$ cat src/rtl/fmt_pkg.sv
package fmt_pkg;
    typedef enum logic {
        T_IDLE = 1'b0,
        T_RUN  = 1'b1
    } tmr_state_e;

    localparam logic [7:0] ADDR_PRESET_A = 8'h02;
    localparam logic [7:0] ADDR_PRESET_B = 8'h03;
    localparam logic [7:0] ADDR_CTRL     = 8'h04;

    localparam int CTL_CLR    = 7;
    localparam int CTL_MASK_A = 6;
    localparam int CTL_MASK_B = 5;
    localparam int CTL_RUN_B  = 1;
    localparam int CTL_RUN_A  = 0;
endpackage

$ cat src/rtl/fmt_regs.sv
module fmt_regs
    import fmt_pkg::*;
#(
    parameter int ADDR_W = 8,
    parameter int DATA_W = 8
) (
    input  logic              clk,
    input  logic              rst_n,
    input  logic              wr_en,
    input  logic [ADDR_W-1:0] wr_addr,
    input  logic [DATA_W-1:0] wr_data,
    output logic [DATA_W-1:0] preset_a_raw,
    output logic [DATA_W-1:0] preset_b,
    output logic              mask_a,
    output logic              mask_b,
    output logic              run_a,
    output logic              run_b,
    output logic              clr
);
    logic sel_a, sel_b, sel_ctl;

    always_comb begin
        sel_a   = wr_en && (wr_addr == ADDR_W'(ADDR_PRESET_A));
        sel_b   = wr_en && (wr_addr == ADDR_W'(ADDR_PRESET_B));
        sel_ctl = wr_en && (wr_addr == ADDR_W'(ADDR_CTRL));
        clr     = sel_ctl && wr_data[CTL_CLR];
    end

    always_ff @(posedge clk or negedge rst_n) begin
        if (!rst_n) begin
            preset_a_raw <= '0;
            preset_b     <= '0;
            mask_a       <= 1'b0;
            mask_b       <= 1'b0;
            run_a        <= 1'b0;
            run_b        <= 1'b0;
        end else begin
            if (sel_a) preset_a_raw <= wr_data;
            if (sel_b) preset_b     <= wr_data;
            if (sel_ctl && !wr_data[CTL_CLR]) begin
                mask_a <= wr_data[CTL_MASK_A];
                mask_b <= wr_data[CTL_MASK_B];
                run_a  <= wr_data[CTL_RUN_A];
                run_b  <= wr_data[CTL_RUN_B];
            end
        end
    end
endmodule

$ cat src/rtl/fmt_timer.sv
module fmt_timer
    import fmt_pkg::*;
#(
    parameter int CNT_W    = 10,
    parameter int DIV_LOG2 = 0
) (
    input  logic             clk,
    input  logic             rst_n,
    input  logic             enable,
    input  logic             tick,
    input  logic [CNT_W-1:0] preset,
    output logic             ovf
);
    localparam logic [CNT_W-1:0] CNT_MAX = {CNT_W{1'b1}};
    localparam int PRE_W = (DIV_LOG2 > 0) ? DIV_LOG2 : 1;

    tmr_state_e       state, nxt_state;
    logic [CNT_W-1:0] cnt, nxt_cnt;
    logic [PRE_W-1:0] pre, nxt_pre;
    logic             pre_full;

    generate
        if (DIV_LOG2 > 0) begin : g_div
            assign pre_full = &pre;
        end else begin : g_nodiv
            assign pre_full = 1'b1;
        end
    endgenerate

    always_ff @(posedge clk or negedge rst_n) begin
        if (!rst_n) begin
            state <= T_IDLE;
            cnt   <= '0;
            pre   <= '0;
        end else begin
            state <= nxt_state;
            cnt   <= nxt_cnt;
            pre   <= nxt_pre;
        end
    end

    always_comb begin
        nxt_state = state;
        nxt_cnt   = cnt;
        nxt_pre   = pre;
        ovf       = 1'b0;
        unique case (state)
            T_IDLE: begin
                if (enable) begin
                    nxt_state = T_RUN;
                    nxt_cnt   = preset;
                    nxt_pre   = '0;
                end
            end
            T_RUN: begin
                if (!enable) begin
                    nxt_state = T_IDLE;
                end else if (tick) begin
                    nxt_pre = pre + 1'b1;
                    if (pre_full) begin
                        if (cnt == CNT_MAX) begin
                            nxt_cnt = preset;
                            ovf     = 1'b1;
                        end else begin
                            nxt_cnt = cnt + 1'b1;
                        end
                    end
                end
            end
        endcase
    end

    p_idle_hold_r8: assert property (@(posedge clk) disable iff (!rst_n)
        (state == T_IDLE && !enable) |=> $stable(cnt));
    p_no_tick_hold_r2: assert property (@(posedge clk) disable iff (!rst_n)
        (state == T_RUN && enable && !tick) |=> $stable(cnt));
    p_prescale_hold_r3: assert property (@(posedge clk) disable iff (!rst_n)
        (state == T_RUN && enable && tick && !pre_full) |=> $stable(cnt));
    p_reload_r4: assert property (@(posedge clk) disable iff (!rst_n)
        ovf |=> (cnt == $past(preset)));
endmodule

$ cat src/rtl/fmt_flags.sv
module fmt_flags (
    input  logic clk,
    input  logic rst_n,
    input  logic ovf_a,
    input  logic ovf_b,
    input  logic mask_a,
    input  logic mask_b,
    input  logic clr,
    output logic flag_a,
    output logic flag_b,
    output logic irq
);
    always_ff @(posedge clk or negedge rst_n) begin
        if (!rst_n) begin
            flag_a <= 1'b0;
            flag_b <= 1'b0;
        end else begin
            if (clr || mask_a)  flag_a <= 1'b0;
            else if (ovf_a)     flag_a <= 1'b1;
            if (clr || mask_b)  flag_b <= 1'b0;
            else if (ovf_b)     flag_b <= 1'b1;
        end
    end

    assign irq = flag_a | flag_b;

    p_clear_r5: assert property (@(posedge clk) disable iff (!rst_n)
        clr |=> (!flag_a && !flag_b));
    p_mask_a_r6: assert property (@(posedge clk) disable iff (!rst_n)
        mask_a |=> !flag_a);
    p_mask_b_r6: assert property (@(posedge clk) disable iff (!rst_n)
        mask_b |=> !flag_b);
    p_flag_from_ovf_r2: assert property (@(posedge clk) disable iff (!rst_n)
        $rose(flag_a) |-> $past(ovf_a));
endmodule

$ cat src/rtl/fm_timer_irq.sv
module fm_timer_irq #(
    parameter int ADDR_W      = 8,
    parameter int DATA_W      = 8,
    parameter int A_SCALE_LOG2 = 2,
    parameter int B_DIV_LOG2  = 4
) (
    input  logic              clk,
    input  logic              rst_n,
    input  logic              wr_en,
    input  logic [ADDR_W-1:0] wr_addr,
    input  logic [DATA_W-1:0] wr_data,
    input  logic              tick,
    output logic [7:0]        status,
    output logic              irq
);
    localparam int A_W = DATA_W + A_SCALE_LOG2;

    logic [DATA_W-1:0] preset_a_raw, preset_b;
    logic [A_W-1:0]    preset_a;
    logic mask_a, mask_b, run_a, run_b, clr;
    logic ovf_a, ovf_b, flag_a, flag_b;

    assign preset_a = {preset_a_raw, {A_SCALE_LOG2{1'b0}}};

    fmt_regs #(.ADDR_W(ADDR_W), .DATA_W(DATA_W)) u_regs (
        .clk(clk), .rst_n(rst_n), .wr_en(wr_en), .wr_addr(wr_addr),
        .wr_data(wr_data), .preset_a_raw(preset_a_raw), .preset_b(preset_b),
        .mask_a(mask_a), .mask_b(mask_b), .run_a(run_a), .run_b(run_b),
        .clr(clr)
    );

    fmt_timer #(.CNT_W(A_W), .DIV_LOG2(0)) u_tmr_a (
        .clk(clk), .rst_n(rst_n), .enable(run_a), .tick(tick),
        .preset(preset_a), .ovf(ovf_a)
    );

    fmt_timer #(.CNT_W(DATA_W), .DIV_LOG2(B_DIV_LOG2)) u_tmr_b (
        .clk(clk), .rst_n(rst_n), .enable(run_b), .tick(tick),
        .preset(preset_b), .ovf(ovf_b)
    );

    fmt_flags u_flags (
        .clk(clk), .rst_n(rst_n), .ovf_a(ovf_a), .ovf_b(ovf_b),
        .mask_a(mask_a), .mask_b(mask_b), .clr(clr),
        .flag_a(flag_a), .flag_b(flag_b), .irq(irq)
    );

    assign status = {irq, flag_a, flag_b, 5'b00000};

    p_irq_has_flag_r7: assert property (@(posedge clk) disable iff (!rst_n)
        $rose(irq) |-> ($past(ovf_a) || $past(ovf_b)));
endmodule

$ cat config.mk
export PLATFORM = sky130hd
export DESIGN_NAME = fm_timer_irq
export DESIGN_NICKNAME = d
export VERILOG_FILES = /design/src/rtl/fmt_pkg.sv /design/src/rtl/fmt_regs.sv /design/src/rtl/fmt_timer.sv /design/src/rtl/fmt_flags.sv /design/src/rtl/fm_timer_irq.sv
export SDC_FILE = /design/constraint.sdc
export NUM_CORES = 1
export LEC_CHECK = 0
export CAP_MARGIN = 25
export CORE_ASPECT_RATIO = 1.75
export CORE_MARGIN = 5
export CORE_UTILIZATION = 50
export DETAILED_ROUTE_END_ITERATION = 16
export PLACE_DENSITY = 0.75
export SLEW_MARGIN = 15
export SYNTH_ARGS = -nofsm -noshare
export SYNTH_HDL_FRONTEND = slang
export SYNTH_SLANG_ARGS = --single-unit
$ cat constraint.sdc
create_clock -name clk -period 1.75 [get_ports clk]
set_input_delay 0.4375 -clock clk [delete_from_list [all_inputs] [get_ports clk]]
set_output_delay 0.4375 -clock clk [all_outputs]
set_load 0.01 [all_outputs]
## After elaboration in Yosys (flattened, before gate mapping)

Index checks and enable logic that the tools add are counted.

| word-level totals | value |
|---|---|
| bits in registers | 46 |
| bits in latches | 0 |
| memory bits (writable) | 0 |
| memory bits (read-only) | 0 |
| bits of input ports | 20 |
| logic and storage cells | 75 |
| memories kept | 0 |

| cells by class | value |
|---|---|
| add/subtract/negate cells | 3 |
| multipliers | 0 |
| div/mod/pow operators | 0 |
| order comparisons | 0 |
| equality and inequality tests | 12 |
| shift-type cells | 0 |
| mux-type cells | 30 |
| bitwise gates (word level) | 3 |
| reduce and logical (&&, ||, !) cells | 14 |

Operator list:

| operator | number |
|---|---|
| 10-bit 2-to-1 mux | 4 |
| 8-bit 2-to-1 mux | 5 |
| 10-bit case mux with 2 select lines | 1 |
| 8-bit by 2-bit equality test with 1-bit output (second input constant) | 2 |
| 8-bit case mux with 2 select lines | 1 |
| 1-bit 2-to-1 mux | 15 |
| 2-bit != test (second input constant) | 7 |
| 4-bit 2-to-1 mux | 3 |
| 10-bit by 1-bit adder with 10-bit output (second input constant) | 1 |
| 10-bit equality test (second input constant) | 1 |
| 8-bit by 1-bit adder with 8-bit output (second input constant) | 1 |
| 8-bit by 3-bit equality test with 1-bit output (second input constant) | 1 |
| 8-bit equality test (second input constant) | 1 |
| 4-bit case mux with 2 select lines | 1 |
| 4-bit AND reduction | 2 |
| 3-bit AND reduction | 2 |
| 1-bit logical AND | 5 |
| 4-bit by 1-bit adder with 4-bit output (second input constant) | 1 |
| 2-bit nonzero test | 2 |
| 1-bit logical OR | 2 |
| 1-bit NOT | 2 |
| 1-bit zero test | 1 |
| 1-bit OR | 1 |

## Depth between registers and ports, before layout

Gate-level depths: netlist of run 1.

| logic depth | value |
|---|---|
| word-level depth | 8 |
| gate-level depth with buffers | 6 |
| gate-level depth less buffers | 5 |

## Cells and area by module

Synthesis of run 1 repeated with hierarchy kept, for this count alone.

| unflattened totals | value |
|---|---|
| cells, all modules | 237 |
| area total of the unflattened synthesis | 2552.4 µm² |

Modules (own cells, without submodules):

| module | times used | cells each | area an instance (µm²) |
|---|---|---|---|
| fmt_timer at u_tmr_b | 1 | 88 | 828.3 |
| fmt_regs | 1 | 48 | 823.3 |
| fmt_timer at u_tmr_a | 1 | 85 | 763.2 |
| fmt_flags | 1 | 7 | 73.8 |
| fm_timer_irq | 1 | 9 | 63.8 |

## Worst setup path before layout of run 1

Ideal clock, no wire load.

| path | value |
|---|---|
| kind | input port to flip-flop |
| start | input wr_addr[3] |
| end | register u_regs.preset_b[0] |
| setup time | 0.125 ns |
| arrival time | 1.700 ns |
| slack | -0.075 ns |
| stages | 5 |
| buffers on the path | 1 |
| cells stage by stage | nor4_2 -> nand3b_2 -> and4bb_2 -> buf_2 -> mux2_2 |

| on the way | value |
|---|---|
| cells in the longest elaborated chain, start to end | 2 |

Ends and longest elaborated chain:

| element | RTL line | RTL |
|---|---|---|
| from (decl) | fm_timer_irq.sv:10 | `input logic [ADDR_W-1:0] wr_addr,` |
| 8-bit by 2-bit equality test with 1-bit output | fmt_regs.sv:24 | `sel_b = wr_en && (wr_addr == ADDR_W'(ADDR_PRESET_B));` |
| 1-bit logical AND | fmt_regs.sv:24 |  |
| to (signal assigned) | fmt_regs.sv:39 | `if (sel_b) preset_b <= wr_data;` |
| to (decl) | fmt_regs.sv:13 | `output logic [DATA_W-1:0] preset_b,` |

No other way between the ends.
A chain may end at the register's enable or synchronous reset.

## Final worst setup path of run 1

| path | value |
|---|---|
| start | input wr_addr[3] |
| end | register u_regs.preset_b[2] |

Same word-level chain as after synthesis.

==> impl_metrics.yaml, run 1 <==
critical_path:
  slowest_stage: "and4bb_4"
  rr_worst_depth: 6
  cp_num_cells: 5
  crit_arrival_ps: 1940
  worst_ep_required_time_ps: 1940
  crit_family: "simple AND/OR/NAND/NOR gates"
  cpPeakStageDelay_ps: 420
  critPathKind: "in2reg"
  critPathLaunchType: "input pin"
  end_kind: "flop"
  crit_fanout: 8
  crit_buf_inv: 1
  path_cells: "dlygate4sd2_1, nor4_4, nand3b_4, and4bb_4, mux2_2"
timing:
  finalHoldViolCount: 0
  min_period_ps: 1740
  slew_viol_final: 0
  rsz0062_at_grt: "true"
  fin_crit_sh_pct: 99.6
  whs_ps: 84.9
  fin_worst_skew_ps: 7.03
  setup_viol: 0
  setup_tns_ps: 0
  max_clock_freq_mhz: 574
placement:
  hpwlAfterDp_mm: 4.51
  numPortBuffers: 23
  gp_congestion: 0.912
  place_area_sq_mm: 0.00294
global_route:
  grt-ovfl-total: 0
  grt_pass1_vias: 2049
  grt_pass1_wl_mm: 9.83
  antenna_found_initial: 0
  grtUsageTotal_pct: 18.9
  grt_max_degree: 47
cts:
  clock-sinks: 46
  clk_pin_slew_ps: 90
  cts_tree: "yes"
  root_buffer: "clkbuf_8"
  cts-buffers-inserted: 5
  clockBufferDepth: 2
  clkLatencyLatePin_ps: 300
  cts_htree_levels: 2
power_and_ir_drop:
  worst_ir_drop_vdd_v: 0.000671
  p_per_area_mw_per_mm2: 799
  power.static_leakage_nw: 1.43
  power_mw: 2.48
detailed_routing:
  via_per_inst: 5.92
  drc_errors: 0
  ant_nets: 0
  met1_length_mm: 2.30
  wl_per_cell_um: 17.6
  top_layer: "met4"
  route.met3.wl_um: 182
  first_pass_iters: 4
  num_vias: 2023
  wl_met2_mm: 3.38
  wl_mm: 6.04
  drt-initial-drc-count: 85
layout:
  fillerInstances: 412
  drive_above_1_share_pct: 24.7
  nets: 310
  area_growth_pct: 24.7
  utilization_pct: 63.4
  diodes: 0
  finalInstanceArea_sq_mm: 0.00310
die:
  fp.dieH_um: 103
  core_sq_mm: 0.00489
  row_count: 34
  die-area_sq_mm: 0.00654
  ios: 29
  floorplan.initialDensity_pct: 50.8
  fp.dieW_um: 63.3
yosys:
  synth.avg_cell_area_sq_um: 10.4
  yosysTopAreaCellShare_pct: 46.3
  synth_area_leaders: "dfrtp_1 46%, mux2_2 10%, o21ai_0 3.4%"
  synthFlopType: "dfrtp_1"
  ys_warn_count: 0
  synth_edf_count: 0
  synthArstFlopShare_pct: 100
  netlist_instances: 239
  synth_cell_types: 51
  syn_area_sq_mm: 0.00248
  ys_ff_latch: 46
  yosys.area.top_type: "dfrtp_1"
  ys_seq_area_share_pct: 46.3
flow_run:
  maxCapViolations: 0
run_status:
  status: "completed"
hold_path:
  min_path_type: "in2async"
## routing by layer
| layer | vias to the layer above | track usage [%] |
|---|---|---|
| met1 | 1005 | 22.5 |
| met5 | - | 0 |
| li1 | 963 | - |
| met3 | 13 | 2.59 |
| met2 | 42 | 34.2 |
| met4 | 0 | 8.00 |
## cell usage after synthesis, types with 4 or more instances
cell type,number
nand3_1,12
nor3_1,7
nand2b_1,4
nand2_1,22
dfrtp_1,46
and3_1,8
mux2_2,22
mux2i_1,6
o21ai_0,17
nand4_1,5
buf_4,8
inv_1,9
a21oi_1,10
a22o_1,4
nor2_1,6
clkbuf_1,6
## kinds of logic after synthesis
kind of cell             synth area share, %
buffers and inverters                   5.09
AND/OR/NAND/NOR                         18.7
adder cells (fa/ha/maj)                 1.51
other                                  0.151
flip-flops                              46.3
multiplexers                            12.4
AO/OA/AOI/OAI                           15.8
## worst paths after layout
path | end | slack [ps] | startpoint
worst max-delay path | u_regs.preset_b[2] | 7 | wr_addr[3]
worst min-delay path | u_tmr_b.pre[2] | 80 | rst_n
worst max register to register | u_tmr_a.cnt[6] | 80 | u_tmr_a.cnt[0]
worst min register to register | u_flags.flag_a | 430 | u_regs.mask_a
max in group asynchronous | u_tmr_a.cnt[4] | 1420 | rst_n
min in group clk | u_flags.flag_a | 430 | u_regs.mask_a
## state kept, by name, summed over array words and instances (netlist names)
name and flops:
u_tmr_a.cnt 10, u_regs.preset_a_raw 8, u_regs.preset_b 8, u_tmr_b.cnt 8
u_tmr_b.pre 4, u_flags.flag_a 1, u_flags.flag_b 1, u_regs.mask_a 1
u_regs.mask_b 1, u_regs.run_a 1, u_regs.run_b 1, u_tmr_a.state 1
u_tmr_b.state 1
## power breakdown
group / switching (mW) / total [mW] / internal [mW]
Sequential: 0.142 / 1.34 / 1.19
Combinational: 0.237 / 0.478 / 0.241
Clock: 0.382 / 0.663 / 0.281
Total: 0.761 / 2.48 / 1.72
## per-stage QoR
step | std cells | setup WS, ps
after floorplan | 243 | -47.7
after global placement | 332 | -525
after detailed placement | 332 | -570
after CTS | 340 | -14.4
after global routing | 342 | -18.1
final | 342 | 7.24
## what timing repair did
item | CTS | global route
hold endpoints to repair | 0 | 0
hold buffers | 0 | 0
resized for setup | 11 | 10
endpoints found under the setup margin | 26 | 30
buffers inserted | 0 | 2
pin swaps | 3 | 4
## area by class of cell
class / count / area, sq um / share of cell area [%]
Inverter: 9 / 33.8 / 1.09
Timing Repair Buffer: 53 / 474 / 15.3
Clock inverter: 3 / 21.3 / 0.686
Sequential cell: 46 / 1150 / 37.1
Multi-Input combinational cell: 172 / 1280 / 41.4
Tap cell: 54 / 67.6 / 2.18
Clock buffer: 5 / 68.8 / 2.22
## cell usage in the layout, fill, tap and decap left out, drive strengths merged, types with 3 or more instances in the layout
cell | synthesis | layout
nor2 | 6 | 6
buf | 10 | 31
o21ai | 17 | 17
ha | 3 | 3
a21o | 3 | 3
inv | 9 | 9
dlygate4sd2 | 0 | 4
nand3 | 12 | 12
nor4 | 3 | 3
nand2b | 4 | 4
conb | 1 | 5
clkdlybuf4s50 | 0 | 16
clkbuf | 6 | 5
a21oi | 10 | 10
nand4 | 5 | 5
a211oi | 3 | 3
nor3 | 7 | 7
dfrtp | 46 | 46
a22o | 4 | 4
mux2i | 6 | 6
mux2 | 22 | 22
and3 | 8 | 8
nand2 | 22 | 22
(Power assumes the default switching activity.)
==> inputs of run 2 (changes only) <==
--- a/config.mk
+++ b/config.mk
@@ -6,11 +6,13 @@
 export NUM_CORES = 1
 export LEC_CHECK = 0
 export CAP_MARGIN = 25
+export CELL_PAD_IN_SITES_DETAIL_PLACEMENT = 1
+export CELL_PAD_IN_SITES_GLOBAL_PLACEMENT = 2
 export CORE_ASPECT_RATIO = 1.75
 export CORE_MARGIN = 5
-export CORE_UTILIZATION = 50
+export CORE_UTILIZATION = 32
 export DETAILED_ROUTE_END_ITERATION = 16
-export PLACE_DENSITY = 0.75
+export PLACE_DENSITY_LB_ADDON = 0.1
 export SLEW_MARGIN = 15
 export SYNTH_ARGS = -nofsm -noshare
 export SYNTH_HDL_FRONTEND = slang
==> run 2 against run 1 <==
Sequential power is essentially flat. Largest cell class unchanged. Design area grew 6.3%. Worst hold slack gained 36 ps. Critical path type is now reg2out. Non-clock buffer count grew 11. Via count grew 0.59%. Sequential share of layout area shrank 2.2 points. Cell count grew 13%. First-iteration DRC count shrank 35%. Clock skew shrank 2.7 ps.
==> impl_metrics.yaml, run 2 (synthesized netlist as in run 1, its figures left out) <==
run_status:
  status: "completed"
layout:
  area_growth_pct: 32.5
  multi_input_comb_area_sq_mm: 0.00129
  diodes: 0
  nets: 321
  regArea_sq_mm: 0.00115
  drive_above_1_share_pct: 28.1
  finalInstanceArea_sq_mm: 0.00329
  layout_commonest_cell: "dfrtp_1"
  layout_common_cells: "46 x dfrtp_1, 39 x buf_4, 22 x nand2_1, 16 x o21ai_0"
  top_register: "u_tmr_a.cnt"
  fillerInstances: 855
  largest_reg_flops: 10
critical_path:
  end_kind: "primary output"
  slowest_stage: "dfrtp_1"
  path_cells: "or2_2, dlygate4sd2_1"
  critPathLaunchType: "flop"
  crit_arrival_ps: 1260
  crit_family: "flip-flops"
  critPathKind: "reg2out"
  worst_ep_required_time_ps: 1310
  crit_fanout: 3
  cpPeakStageDelay_ps: 390
  crit_buf_inv: 1
die:
  die-area_sq_mm: 0.00970
  row_count: 42
  floorplan.initialDensity_pct: 32.8
  ios: 29
  fp.dieH_um: 127
  core_sq_mm: 0.00757
  fp.dieW_um: 76.6
detailed_routing:
  wl_mm: 7.00
  drc_errors: 0
  ant_nets: 0
  wl_met2_mm: 4.19
  drt-initial-drc-count: 55
  wl_per_cell_um: 18.1
  num_vias: 2035
  route.met3.wl_um: 105
  top_layer: "met4"
  met1_length_mm: 2.60
  first_pass_iters: 4
  via_per_inst: 5.26
global_route:
  grt_pass1_vias: 2279
  grt_max_degree: 47
  grtUsageTotal_pct: 15.0
  grt-ovfl-total: 0
  grt_pass1_wl_mm: 11.5
  antenna_found_initial: 0
timing:
  min_period_ps: 1700
  rsz0062_at_grt: "false"
  setup_viol: 0
  finalHoldViolCount: 0
  slew_viol_final: 0
  fin_crit_sh_pct: 97.0
  fin_worst_skew_ps: 4.30
  setup_ws_ps: 52.2
  whs_ps: 121
  max_clock_freq_mhz: 589
cts:
  root_buffer: "clkbuf_16"
  cts-buffers-inserted: 5
  clock-sinks: 46
  cts_htree_levels: 2
  postCtsHoldBufs: 0
  clockBufferDepth: 2
  cts_tree: "yes"
  clk_pin_slew_ps: 60
  clkLatencyLatePin_ps: 290
hold_path:
  min_path_type: "in2async"
power_and_ir_drop:
  clock_power_share_pct: 36.4
  power_switching_mw: 0.802
  intPower_mw: 2.16
  p_per_area_mw_per_mm2: 899
  power.static_leakage_nw: 1.52
  worst_ir_drop_vdd_v: 0.000557
  swShare_pct: 27.1
  combPwrFrac_pct: 19.1
  seq_power_share_pct: 44.5
flow_run:
  maxCapViolations: 0
placement:
  place_area_sq_mm: 0.00309
  gp_congestion: 0.776
  hpwlAfterDp_mm: 5.46
  dpl_worst_slack_ps: -614
  numPortBuffers: 23
[run 2: layout make-up]
| cell class | instances | area share [%] |
|---|---|---|
| inverter | 9 | 1.03 |
| clock buffer | 7 | 4.03 |
| sequential | 46 | 35.0 |
| multi-input combinational | 172 | 39.1 |
| clock inverter | 1 | 0.912 |
| timing repair buffer | 64 | 16.6 |
| tap | 88 | 3.34 |
[run 2: final timing paths]
| path | startpoint | slack [ps] | cells past startpoint | to |
|---|---|---|---|---|
| max in group asynchronous | rst_n | 1380 | 2 | u_tmr_b.pre[1] |
| worst min register to register | u_regs.mask_b | 430 | 1 | u_flags.flag_b |
| min in group clk | u_regs.mask_b | 430 | 1 | u_flags.flag_b |
| worst max register to register | u_tmr_a.cnt[0] | 80 | 6 | u_tmr_a.cnt[6] |
| worst max-delay path | u_flags.flag_a | 50 | 2 | irq |
| worst min-delay path | rst_n | 120 | 2 | u_regs.preset_a_raw[0] |
[run 2: timing repair]
action,in CTS,in global routing
setup buffers,0,1
pin swaps,3,4
setup endpoints to repair,23,26
gates resized for setup,19,10
[run 2: power groups by stage]
| stage | Sequential (mW) | Clock (mW) | Combinational, mW |
|---|---|---|---|
| after global routing | 1.34 | 1.16 | 0.635 |
| after floorplan | 1.32 | 0 | 0.280 |
| final | 1.32 | 1.08 | 0.565 |
| after CTS | 1.32 | 1.12 | 0.572 |
| after detailed placement | 1.34 | 0 | 0.567 |
| after global placement | 1.33 | 0 | 0.559 |
[run 2: per-layer routing]
layer	global-route usage, %	up-vias
met2	30.3	16
met3	2.62	6
met5	0	-
met4	4.94	0
li1	-	990
met1	14.9	1023
[run 2: metrics by stage]
step                setup TNS [ps]  total power, mW  util, %  cells
floorplan                     -382             1.60        -    243
global placement            -14380             1.89     40.8    378
detailed placement          -14630             1.91     40.8    378
CTS                              0             3.01     43.3    386
global route                     0             3.13     43.5    387
finish                           0             2.96     43.5    387
==> inputs of run 3 (changes only) <==
--- a/config.mk
+++ b/config.mk
@@ -9,10 +9,10 @@
 export CELL_PAD_IN_SITES_DETAIL_PLACEMENT = 1
 export CELL_PAD_IN_SITES_GLOBAL_PLACEMENT = 2
 export CORE_ASPECT_RATIO = 1.75
-export CORE_MARGIN = 5
 export CORE_UTILIZATION = 32
 export DETAILED_ROUTE_END_ITERATION = 16
 export PLACE_DENSITY_LB_ADDON = 0.1
+export SETUP_SLACK_MARGIN = 0.2
 export SLEW_MARGIN = 15
 export SYNTH_ARGS = -nofsm -noshare
 export SYNTH_HDL_FRONTEND = slang
==> run 3 against run 2 <==
Fmax shrank 0.49%. Global-route usage grew 4.9 points. Critical path type is now reg2reg. Largest power group unchanged. Via count grew 1.9%. Flip-flop and latch count is the same. Critical endpoint is now u_tmr_a.cnt[6]. Die area shrank 16%. Wire length grew 4.0%. Utilization grew 4.5 points.
==> impl_metrics.yaml, run 3 (synthesized netlist as in run 1, its figures left out) <==
die:
  fp.dieH_um: 119
  floorplan.initialDensity_pct: 33.1
  die-area_sq_mm: 0.00814
  core_sq_mm: 0.00751
  row_count: 42
  ios: 29
  fp.dieW_um: 68.6
timing:
  whs_ps: 119
  finalHoldViolCount: 0
  setup_viol: 0
  fin_worst_skew_ps: 8.53
  min_period_ps: 1710
  slew_viol_final: 0
  max_clock_freq_mhz: 586
  setup_ws_ps: 43.9
  fin_crit_sh_pct: 97.5
  rsz0062_at_grt: "true"
layout:
  finalInstanceArea_sq_mm: 0.00361
  layout_common_cells: "46 x dfrtp_1, 35 x buf_4, 20 x nand2_1, 20 x mux2_4, 12 x o21ai_0"
  nets: 325
  area_growth_pct: 45.3
  layout_commonest_cell: "dfrtp_1"
  largest_reg_flops: 10
  drive_above_1_share_pct: 38.0
  utilization_pct: 48.1
  top_register: "u_tmr_a.cnt"
  diodes: 0
  fin_cells: 391
global_route:
  antenna_found_initial: 0
  use_met1_pct: 23.3
  grt_pass1_vias: 2259
  grt-ovfl-total: 0
  grt_pass1_wl_mm: 11.9
  met2_usage_pct: 34.7
  grtUsageTotal_pct: 19.9
  grt_util_met3_pct: 3.76
  grt_max_degree: 47
  top_usage_layer: "met2"
flow_run:
  maxCapViolations: 0
detailed_routing:
  first_pass_iters: 4
  wl_mm: 7.28
  wl_per_cell_um: 18.6
  num_vias: 2073
  ant_nets: 0
  via_per_inst: 5.30
  drt-initial-drc-count: 81
  drc_errors: 0
critical_path:
  critPathLaunchType: "flop"
  slowest_stage: "or4b_1"
  worst_ep_required_time_ps: 1980
  end_kind: "flop"
  critPathKind: "reg2reg"
  crit_fanout: 3
  crit_family: "simple AND/OR/NAND/NOR gates"
  path_cells: "ha_2, nand4_1, buf_4, or4b_1, o21ai_1, a221o_1"
  cpPeakStageDelay_ps: 480
  crit_arrival_ps: 1930
  crit_buf_inv: 1
cts:
  root_buffer: "clkbuf_16"
  clock-sinks: 46
  cts_tree: "yes"
  clk_pin_slew_ps: 70
  clkLatencyLatePin_ps: 290
  cts-buffers-inserted: 5
  clockBufferDepth: 2
  cts_htree_levels: 2
power_and_ir_drop:
  worst_ir_drop_vdd_v: 0.000570
  p_per_area_mw_per_mm2: 916
  power.static_leakage_nw: 1.63
placement:
  hpwlAfterDp_mm: 5.19
  numPortBuffers: 23
  dpl_worst_slack_ps: -548
  gp_congestion: 0.784
  placed_cells: 375
  place_area_sq_mm: 0.00312
hold_path:
  min_path_type: "in2async"
run_status:
  status: "completed"
run 3: cell count changes in the layout (fill, tap and decap cells not counted), sizes merged:
cell	delta
clkbuf	-3
dlymetal6s2s	-1
buf	+9
dlygate4sd2	+4
clkdlybuf4s50	-6
bufinv	+1
run 3: per-stage QoR:
| stage | setup TNS [ps] | power [mW] |
|---|---|---|
| finish | 0 | 3.31 |
| global route | -16.7 | 3.45 |
| CTS | 0 | 3.19 |
| detailed placement | -14220 | 1.87 |
| global placement | -13830 | 1.86 |
| floorplan | -404 | 1.61 |
run 3: area by class of cell:
type / count / area [sq um]
timing repair buffer: 68 / 618
sequential: 46 / 1150
multi-input combinational: 172 / 1500
inverter: 9 / 33.8
clock buffer: 6 / 139
tap: 88 / 110
clock inverter: 2 / 60.1
fill: 833 / 3900
run 3: what timing repair did:
item                                   in CTS  in global routing
hold buffers                                0                  0
cloned                                      0                  0
endpoints found under the hold margin       0                  0
gates resized for setup                    58                 33
setup buffers                               6                  2
pin swaps                                  10                 21
setup endpoints to repair                  46                 41
run 3: power by group:
group	internal [mW]	switching (mW)	total, mW
Combinational	0.351	0.305	0.656
Sequential	1.20	0.169	1.36
Clock	0.858	0.428	1.29
Total	2.40	0.903	3.31
run 3: final timing paths:
check                               startpoint        endpoint  slack [ps]  cells past startpoint
worst min-delay path                     rst_n  u_tmr_b.pre[1]         120                      2
max in group asynchronous                rst_n  u_tmr_a.cnt[4]        1380                      2
worst max-delay path            u_tmr_a.cnt[1]  u_tmr_a.cnt[6]          40                      6
worst min register to register   u_regs.mask_a  u_flags.flag_a         450                      1
min in group clk                 u_regs.mask_a  u_flags.flag_a         450                      1
worst max register to register  u_tmr_a.cnt[1]  u_tmr_a.cnt[6]          40                      6
run 3: per-layer routing:
| layer | vias up | part of all wire (%) | routed length, um |
|---|---|---|---|
| met4 | 0 | 1.8 | 128 |
| met1 | 1050 | 40 | 2890 |
| met2 | 18 | 57 | 4140 |
| met3 | 8 | 1.6 | 119 |
| li1 | 997 | - | - |
| met5 | - | 0 | 0 |
